### config.mk
export PLATFORM = sky130hd
export DESIGN_NAME = kv_query_dispatch
export DESIGN_NICKNAME = d
export VERILOG_FILES = /design/src/rtl/kv_query_dispatch.sv
export SDC_FILE = /design/constraint.sdc
export NUM_CORES = 2
export LEC_CHECK = 0
export BUFFER_PORTS_ARGS = -buffer_cell sky130_fd_sc_hd__buf_2
export CORE_AREA = 2 2 343 345
export CTS_CLUSTER_DIAMETER = 100
export DETAILED_ROUTE_END_ITERATION = 8
export DIE_AREA = 0 0 345 347
export PLACE_DENSITY = 0.76
export SYNTH_ARGS = -nofsm -noshare
export SYNTH_HDL_FRONTEND = slang
export SYNTH_SLANG_ARGS = --single-unit
### constraint.sdc
create_clock -name clk -period 18.1 [get_ports clk]
set_input_delay 2.715 -clock clk [delete_from_list [all_inputs] [get_ports clk]]
set_output_delay 2.715 -clock clk [all_outputs]
set_load 0.03 [all_outputs]
### src/rtl/kv_query_dispatch.sv
module kv_query_dispatch #(
  parameter int ENTRIES = 8,
  parameter int KEY_W   = 128,
  parameter int VAL_W   = 64,
  parameter int OP_W    = 8,
  parameter int SEQ_W   = 32,
  parameter int ADDR_W  = 32,
  localparam int IDX_W  = (ENTRIES > 1) ? $clog2(ENTRIES) : 1
) (
  input  logic              clk,
  input  logic              rst_n,
  input  logic              in_valid,
  output logic              in_ready,
  input  logic              in_kv,
  input  logic [OP_W-1:0]   in_op,
  input  logic [SEQ_W-1:0]  in_seq,
  input  logic [KEY_W-1:0]  in_key,
  input  logic [VAL_W-1:0]  in_value,
  input  logic [ADDR_W-1:0] in_src,
  input  logic [ADDR_W-1:0] in_dst,
  output logic              out_valid,
  output logic              out_reply,
  output logic              out_kv,
  output logic [OP_W-1:0]   out_op,
  output logic [SEQ_W-1:0]  out_seq,
  output logic [KEY_W-1:0]  out_key,
  output logic [VAL_W-1:0]  out_value,
  output logic [ADDR_W-1:0] out_src,
  output logic [ADDR_W-1:0] out_dst,
  output logic              stat_valid,
  output logic              stat_hit,
  output logic [KEY_W-1:0]  stat_key,
  output logic              val_req_valid,
  output logic              val_req_write,
  output logic [IDX_W-1:0]  val_req_idx,
  output logic [VAL_W-1:0]  val_req_data,
  input  logic              val_rsp_valid,
  input  logic [VAL_W-1:0]  val_rsp_data
);

  localparam logic [OP_W-1:0] OP_RD  = OP_W'(0);
  localparam logic [OP_W-1:0] OP_WR  = OP_W'(1);
  localparam logic [OP_W-1:0] OP_DEL = OP_W'(2);
  localparam logic [OP_W-1:0] OP_UPD = OP_W'(3);
  localparam logic [IDX_W-1:0] LAST  = IDX_W'(ENTRIES - 1);

  logic [KEY_W-1:0]   tag_q [ENTRIES];
  logic [ENTRIES-1:0] alloc_q, live_q, match;
  logic [IDX_W-1:0]   rr_q, match_idx, upd_idx;
  logic               wait_q;

  for (genvar i = 0; i < ENTRIES; i++) begin : g_cmp
    assign match[i] = alloc_q[i] && (tag_q[i] == in_key);
  end

  always_comb begin
    match_idx = '0;
    for (int i = 0; i < ENTRIES; i++)
      if (match[i]) match_idx = IDX_W'(i);
  end

  wire any_match = |match;
  wire hit       = |(match & live_q);
  wire acc       = in_valid && in_ready;
  wire kv_acc    = acc && in_kv;
  wire is_rd     = in_op == OP_RD;
  wire is_inv    = (in_op == OP_WR) || (in_op == OP_DEL);
  wire is_upd    = in_op == OP_UPD;
  wire rd_hit    = kv_acc && is_rd && hit;
  wire upd       = kv_acc && is_upd;

  assign upd_idx       = any_match ? match_idx : rr_q;
  assign in_ready      = !wait_q;
  assign val_req_valid = rd_hit || upd;
  assign val_req_write = upd;
  assign val_req_idx   = upd ? upd_idx : match_idx;
  assign val_req_data  = in_value;

  always_ff @(posedge clk)
    if (upd) tag_q[upd_idx] <= in_key;

  always_ff @(posedge clk) begin
    if (!rst_n) begin
      wait_q     <= 1'b0;
      alloc_q    <= '0;
      live_q     <= '0;
      rr_q       <= '0;
      out_valid  <= 1'b0;
      out_reply  <= 1'b0;
      out_kv     <= 1'b0;
      out_op     <= '0;
      out_seq    <= '0;
      out_key    <= '0;
      out_value  <= '0;
      out_src    <= '0;
      out_dst    <= '0;
      stat_valid <= 1'b0;
      stat_hit   <= 1'b0;
      stat_key   <= '0;
    end else begin
      out_valid  <= 1'b0;
      stat_valid <= 1'b0;
      if (wait_q) begin
        if (val_rsp_valid) begin
          wait_q     <= 1'b0;
          out_valid  <= 1'b1;
          out_value  <= val_rsp_data;
          stat_valid <= 1'b1;
          stat_hit   <= 1'b1;
          stat_key   <= out_key;
        end
      end else if (acc) begin
        if (rd_hit) begin
          wait_q    <= 1'b1;
          out_reply <= 1'b1;
          out_kv    <= 1'b1;
          out_op    <= in_op;
          out_seq   <= in_seq;
          out_key   <= in_key;
          out_src   <= in_dst;
          out_dst   <= in_src;
        end else if (!upd) begin
          out_valid  <= 1'b1;
          out_reply  <= 1'b0;
          out_kv     <= in_kv;
          out_op     <= in_op;
          out_seq    <= in_seq;
          out_key    <= in_key;
          out_value  <= in_value;
          out_src    <= in_src;
          out_dst    <= in_dst;
          stat_valid <= in_kv && is_rd;
          stat_hit   <= 1'b0;
          stat_key   <= in_key;
        end
        if (in_kv && is_inv) live_q <= live_q & ~match;
        if (upd) begin
          live_q[upd_idx]  <= 1'b1;
          alloc_q[upd_idx] <= 1'b1;
          if (!any_match) rr_q <= (rr_q == LAST) ? '0 : rr_q + IDX_W'(1);
        end
      end
    end
  end

endmodule

* After elaboration in Yosys (flattened, before gate mapping)
Memory sizes are Yosys's and may differ from the RTL's.
Cells that the tools add are included.
** Word-level totals
- Bits in writable memories :: 1024
- Memories :: 1
- Output and inout port bits :: 499
- Word-level logic and storage cells :: 130
- Register bits after elaboration :: 449
- Input bits :: 365
** Operators by class
- $lt $le $gt $ge :: 2
- Add/sub/neg operators :: 1
- Reductions and logical operators :: 28
- Bitwise operators :: 7
- Equality and inequality tests :: 16
- Mux-type cells :: 59
** Memory list
- tag_q :: words 8, width 128, read ports 8, clocked after memory_dff 0, wr ports 1, line 47 : logic [KEY_W-1:0] tag_q [ENTRIES];
** Operator list (count)
- 128-bit == test :: 8
- 128-bit two-way mux :: 6
- 64-bit two-way mux :: 5
- 32-bit two-way mux :: 6
- 8-bit two-way mux :: 7
- 3-bit two-way mux :: 9
- 1-bit two-way mux :: 25
- 8-bit bitwise AND :: 2
- 8-bit by 2-bit == test with 1-bit output (second input constant) :: 2
- 1-bit logical AND :: 16
- 8-bit bitwise OR :: 2
- 8-bit OR reduction :: 2
- 8-bit by 1-bit == test with 1-bit output (second input constant) :: 1
- 8-bit logical NOT :: 1
- 2-bit inequality test (second input constant) :: 4
- 8-bit NOT :: 1
- 4-bit AND reduction :: 2
- 3-bit AND reduction :: 2
- 3-bit by 4-bit less-than comparator with 1-bit output (second input constant) :: 1
- 3-bit by 1-bit adder with 3-bit output (second input constant) :: 1
- 1-bit demux with 3-bit select :: 1
- 3-bit == test (second input constant) :: 1
- 3-bit by 1-bit >= comparator with 1-bit output (second input constant) :: 1
- 1-bit logical OR :: 2
- 4 further kinds :: 5

* Longest topological paths before layout
An unclocked memory read counts as a cell.
- Depth after elaboration :: 17
- Gate-level depth with buffers :: 14
- Gate-level depth less buffers :: 10

* Worst setup path before layout
Ideal clock, no wire load.
- Path type :: input -> register
- Start :: in in_key[16]
- End :: mem tag_q[7][0] (enable)
- Setup time :: 0.595 ns
- Path slack :: 7.875 ns
- Arrival time :: 9.630 ns
- Stages :: 11
- Buffers on the path :: 2
- Data required time :: 17.505 ns
- Path through :: buf_2 > xor2_1 > nor4_1 > nand4_1 > or3_1 > nor4_4 > a21oi_1 > o221a_2 > and2_1 > buf_2 > nor3b_2
** Between the ends
- Cells in the longest elaborated chain, start to end :: 10
- Elaborated cells between the ends (all ways) :: 25
- Those cells by class :: eq/ne (8); mux (8); reduce/logical (9)
** Ends and longest elaborated chain
- start, declared :: line 17 : input logic [KEY_W-1:0] in_key,
- 128-bit == test :: line 53 : assign match[i] = alloc_q[i] && (tag_q[i] == in_key);
- 1-bit logical AND :: line 53
- 1-bit two-way mux :: line 59 : if (match[i]) match_idx = IDX_W'(i);
- 3-bit two-way mux (6 in a row) :: line 59
- 3-bit two-way mux * :: line 72 : assign upd_idx = any_match ? match_idx : rr_q;
- end, declared :: line 47
Mark *: on every way between the ends. The rest lies on a longest branch, timed or not.

* Worst setup path after layout
- Start :: in in_key[41]
- End :: out val_req_valid
** Between the ends
- Cells in the longest elaborated chain, start to end :: 6
- Elaborated cells between the ends (all ways) :: 20
- Those cells by class :: eq/ne (8); bitwise (1); reduce/logical (11)
** Ends and longest elaborated chain
- 128-bit == test :: line 53
- 1-bit logical AND :: line 53
- 8-bit bitwise AND * :: line 63 : wire hit = |(match & live_q);
- 8-bit OR reduction * :: line 63
- 1-bit logical AND * :: line 69 : wire rd_hit = kv_acc && is_rd && hit;
- 1-bit logical OR * :: line 74 : assign val_req_valid = rd_hit || upd;
- end, declared :: line 33 : output logic val_req_valid,
Marks and branches as above.

==> impl_summary.log <==
INFO  metric cts_num_sinks = approximately 1500
INFO  metric clkSlewWorstSetupHoldPaths = ~0.060 ns
INFO  metric instance_count_after_placement_with_tap_cells_included = 7094
INFO  metric postSynthAreaPerCell = between 10 and 15 sq um
INFO  metric report.final.slew_viol_count = 0
INFO  metric die_area = approximately 120000 sq um
INFO  metric place_hpwl = roughly 220000 microns
INFO  metric dieHeight = approximately 350 microns
INFO  metric crit_path_max_fanout = 33
INFO  metric vias_in_the_first_global_route = ~45000
INFO  metric outcome = complete, no violations
INFO  metric p_leak = 27.7 nW
INFO  metric worst_setup_path_end_kind = primary output
INFO  metric timing.critical_path.buf_inv = 4
INFO  metric layout-area-overhead-vs-synth = 16.5%
INFO  metric critical_path.top_delay_family = simple AND/OR/NAND/NOR gates
INFO  metric tightest_slew = 1.43 ns
INFO  metric final_nets = roughly 6100
INFO  metric cts-resized-gates = 0
INFO  metric globalplace.congestion = approximately 1.1
INFO  metric period_minus_slack = 10.83 ns
INFO  metric floorplan.die.width = 345 microns
INFO  metric core-area = 116000 sq um
INFO  metric dp_slack = 7.88 ns
INFO  metric final_cell_count_without_fillers = around 7500
INFO  metric final.fill_count = approximately 9000
INFO  metric maxClockFrequency = roughly 0.092 GHz
INFO  metric cts_inserted_buffers = 154
INFO  metric grt_setup_unrepaired = false
INFO  metric antenna_violations_before_repair = between 70 and 80
INFO  metric io_count = ~860
INFO  metric critPathMaxStageDelay = around 1.1 ns
INFO  metric async_flop_share = 0%
INFO  metric clockRootBuffer = sky130_fd_sc_hd__clkbuf_16
INFO  metric cts_tree = done
INFO  metric global_route_wire_length_before_repair = approximately 400000 microns
INFO  metric worst_slack = 7.27 ns
INFO  metric finClkSkew = 0.0299 ns
INFO  metric worstSetupStartpointType = input pin
INFO  metric multi_input_area = about 21000 sq um
INFO  metric cts_setup_buffers = 0
INFO  metric final_layout_size_suffix_gt1_share = a little over a fifth
INFO  metric post_synth_main_area_contributors = sky130_fd_sc_hd__edfxtp_1 (49%), sky130_fd_sc_hd__dfxtp_1 (14%), sky130_fd_sc_hd__xnor2_1 (6.7%)
INFO  metric globalRouteTotalUtil = about half
INFO  metric cts_stage_hold_buffer_count = 0
INFO  metric slew_headroom = 3.74%
INFO  metric detail_route.wirelength = a little over 300000 microns
INFO  metric yosysSeqAreaShare = 62.8%
INFO  metric grt_max_degree = 233
INFO  metric most-common-layout-cells = sky130_fd_sc_hd__edfxtp_1 (1024), sky130_fd_sc_hd__buf_2 (864), sky130_fd_sc_hd__nand2_1 (546)
INFO  metric number_of_drc_markers_after_the_initial_detailed_route_iteration = between 9000 and 10000
INFO  metric powerDensity = about 100 nW/um^2
INFO  metric first_pass_iters = 7
INFO  metric clk_latency = roughly 0.79 ns
INFO  metric place.port_buffers = ~860
INFO  metric floorplan.initialDensity = a little over half
INFO  metric layout.cells.most_common = sky130_fd_sc_hd__edfxtp_1
INFO  metric ys_seq_elements = around 1500
INFO  metric grt_overflow_total = 0
INFO  metric power.ir.vdd_worst = between 0.09 and 0.1 mV
INFO  metric hold_slack = 0.467 ns
INFO  metric critical_path_class = in2out
INFO  metric clockBufferDepth = 3
INFO  metric ys_types = 62
INFO  metric final_util = a little under two thirds
INFO  metric timing.critical_path.cells = buf_2 > inv_1 > o2bb2ai_1 > nor4_2 > nand4_1 > nor4_2 > a22oi_1 > a41oi_4 > buf_4 > or2_2 > buf_2
INFO  metric hp-class = reg2reg
INFO  metric post_synthesis_cell_count = between 4000 and 5000
INFO  metric floorplan.rows = 125
INFO  metric period_utilization_post_route = 59.8%
INFO  metric synth_enable_flop_cells = 1024
INFO  metric crit_required = between 15 and 20 ns
INFO  metric avgRoutedWirePerCell = 41.7 microns
INFO  metric synthDominantAreaCellType = sky130_fd_sc_hd__edfxtp_1
INFO  metric h-tree-depth = 4
INFO  metric synth.cell_area = 63200 sq um
INFO  metric via_per_inst = about 6.7
INFO  metric worstPathArrival = between 8 and 9 ns
INFO  metric synthDominantCellAreaShare = about half
INFO  metric vias = between 40000 and 50000
INFO  metric hold_viol = 0
INFO  metric setup_tns = 0 ns
INFO  metric setup_viol = 0
INFO  metric worst_path_max_delay_cell = sky130_fd_sc_hd__nor4_2
INFO  metric drv.max_cap_violation_count = 0
INFO  metric synthFlopType = sky130_fd_sc_hd__edfxtp_1
INFO  metric drc_errors = 0
INFO  metric seq_area = roughly 40000 sq um
INFO  metric synth.yosys.warnings = 0
INFO  metric syn-num-nets = 5314
INFO  metric postRouteAntennaNets = 0
sequential cells by signal, summed over array words and instances, names as in the netlist, 3 cells and up:
name / count
out_src: 32
rr_q: 3
tag_q: 1024
out_key: 128
out_dst: 32
out_op: 8
out_value: 64
live_q: 8
out_seq: 32
stat_key: 128
alloc_q: 8
cell families after synthesis:
kind of cell,synth area share [%]
AO/OA/AOI/OAI,10.9
XOR/XNOR,8.71
adder cells (fa/ha/maj),0.0396
buffers and inverters,3.77
flip-flops,62.8
multiplexers,2.90
AND/OR/NAND/NOR,10.8
stage by stage:
stage                     total power, mW  cell area (sq um)
after floorplan                      4.18              63200
after global placement               4.58              68600
after detailed placement             4.59              68700
after CTS                            7.62              73500
after global routing                 7.79              73500
final                                7.67              73700
tightest hold or removal path, stage by stage (launching register included):
cell and delay, ns:
sky130_fd_sc_hd__dfxtp_1 0.30, sky130_fd_sc_hd__nand2_1 0.04, sky130_fd_sc_hd__a21boi_0 0.07
layer usage:
layer  track usage (%)  part of all wire [%]
met2              68.8                    40
met4              38.8                   9.5
met1              62.1                    34
met5                 0                  0.17
met3              24.6                    16
cells in the mapped netlist, types with 4 or more instances:
| library cell | n |
|---|---|
| sky130_fd_sc_hd__nor2b_1 | 84 |
| sky130_fd_sc_hd__and3_1 | 4 |
| sky130_fd_sc_hd__xnor2_1 | 483 |
| sky130_fd_sc_hd__o21ai_0 | 73 |
| sky130_fd_sc_hd__o2111ai_1 | 114 |
| sky130_fd_sc_hd__a22o_1 | 17 |
| sky130_fd_sc_hd__a21boi_0 | 174 |
| sky130_fd_sc_hd__nand3_1 | 14 |
| sky130_fd_sc_hd__buf_4 | 83 |
| sky130_fd_sc_hd__a22oi_1 | 7 |
| sky130_fd_sc_hd__a2111oi_0 | 15 |
| sky130_fd_sc_hd__edfxtp_1 | 1024 |
| sky130_fd_sc_hd__nand2_1 | 546 |
| sky130_fd_sc_hd__nor4_2 | 5 |
| sky130_fd_sc_hd__buf_1 | 9 |
| sky130_fd_sc_hd__inv_2 | 11 |
| sky130_fd_sc_hd__nand4_1 | 144 |
| sky130_fd_sc_hd__nor4_1 | 112 |
| sky130_fd_sc_hd__o21a_1 | 14 |
| sky130_fd_sc_hd__o221ai_1 | 15 |
| sky130_fd_sc_hd__nor2_1 | 15 |
| sky130_fd_sc_hd__xor2_1 | 146 |
| sky130_fd_sc_hd__inv_1 | 104 |
| sky130_fd_sc_hd__o2bb2ai_1 | 23 |
| sky130_fd_sc_hd__nand2b_1 | 353 |
| sky130_fd_sc_hd__dfxtp_1 | 449 |
| sky130_fd_sc_hd__o211ai_1 | 77 |
| sky130_fd_sc_hd__buf_6 | 7 |
| sky130_fd_sc_hd__clkbuf_1 | 126 |
| sky130_fd_sc_hd__buf_2 | 148 |
| sky130_fd_sc_hd__a2111o_1 | 15 |
| sky130_fd_sc_hd__a221o_1 | 8 |
| sky130_fd_sc_hd__o211a_1 | 191 |
| sky130_fd_sc_hd__and2_1 | 5 |
| sky130_fd_sc_hd__a21oi_1 | 72 |
| sky130_fd_sc_hd__nor3_1 | 7 |
| sky130_fd_sc_hd__o22ai_1 | 32 |
| sky130_fd_sc_hd__mux2i_1 | 182 |
layout make-up:
cell class	count	share of cell area (%)
clock buffer	222	5.72
clock inverter	59	0.795
sequential	1473	53.9
tap	1524	2.59
inverter	116	0.598
multi-input combinational	2985	28.8
timing repair buffer	996	7.27
antenna	93	0.316
path summary, 6_finish.rpt:
check / slack [ns] / start / to / cells past startpoint
worst min register to register: 0.47 / out_seq[10] / out_seq[10] / 2
worst max register to register: 10.79 / tag_q[1][116] / tag_q[4][37] / 11
worst min-delay path: 0.47 / out_seq[10] / out_seq[10] / 2
worst max-delay path: 7.27 / in_key[41] / val_req_valid / 11
power by group:
part / internal [mW] / total, mW / leakage (nW) / switching (mW)
registers: 3.66 / 3.70 / 12.9 / 0.0418
clock network: 1.73 / 3.11 / 2.32 / 1.38
logic: 0.214 / 0.864 / 12.4 / 0.650
total: 5.60 / 7.67 / 27.7 / 2.07
(Power assumes the default switching activity.)
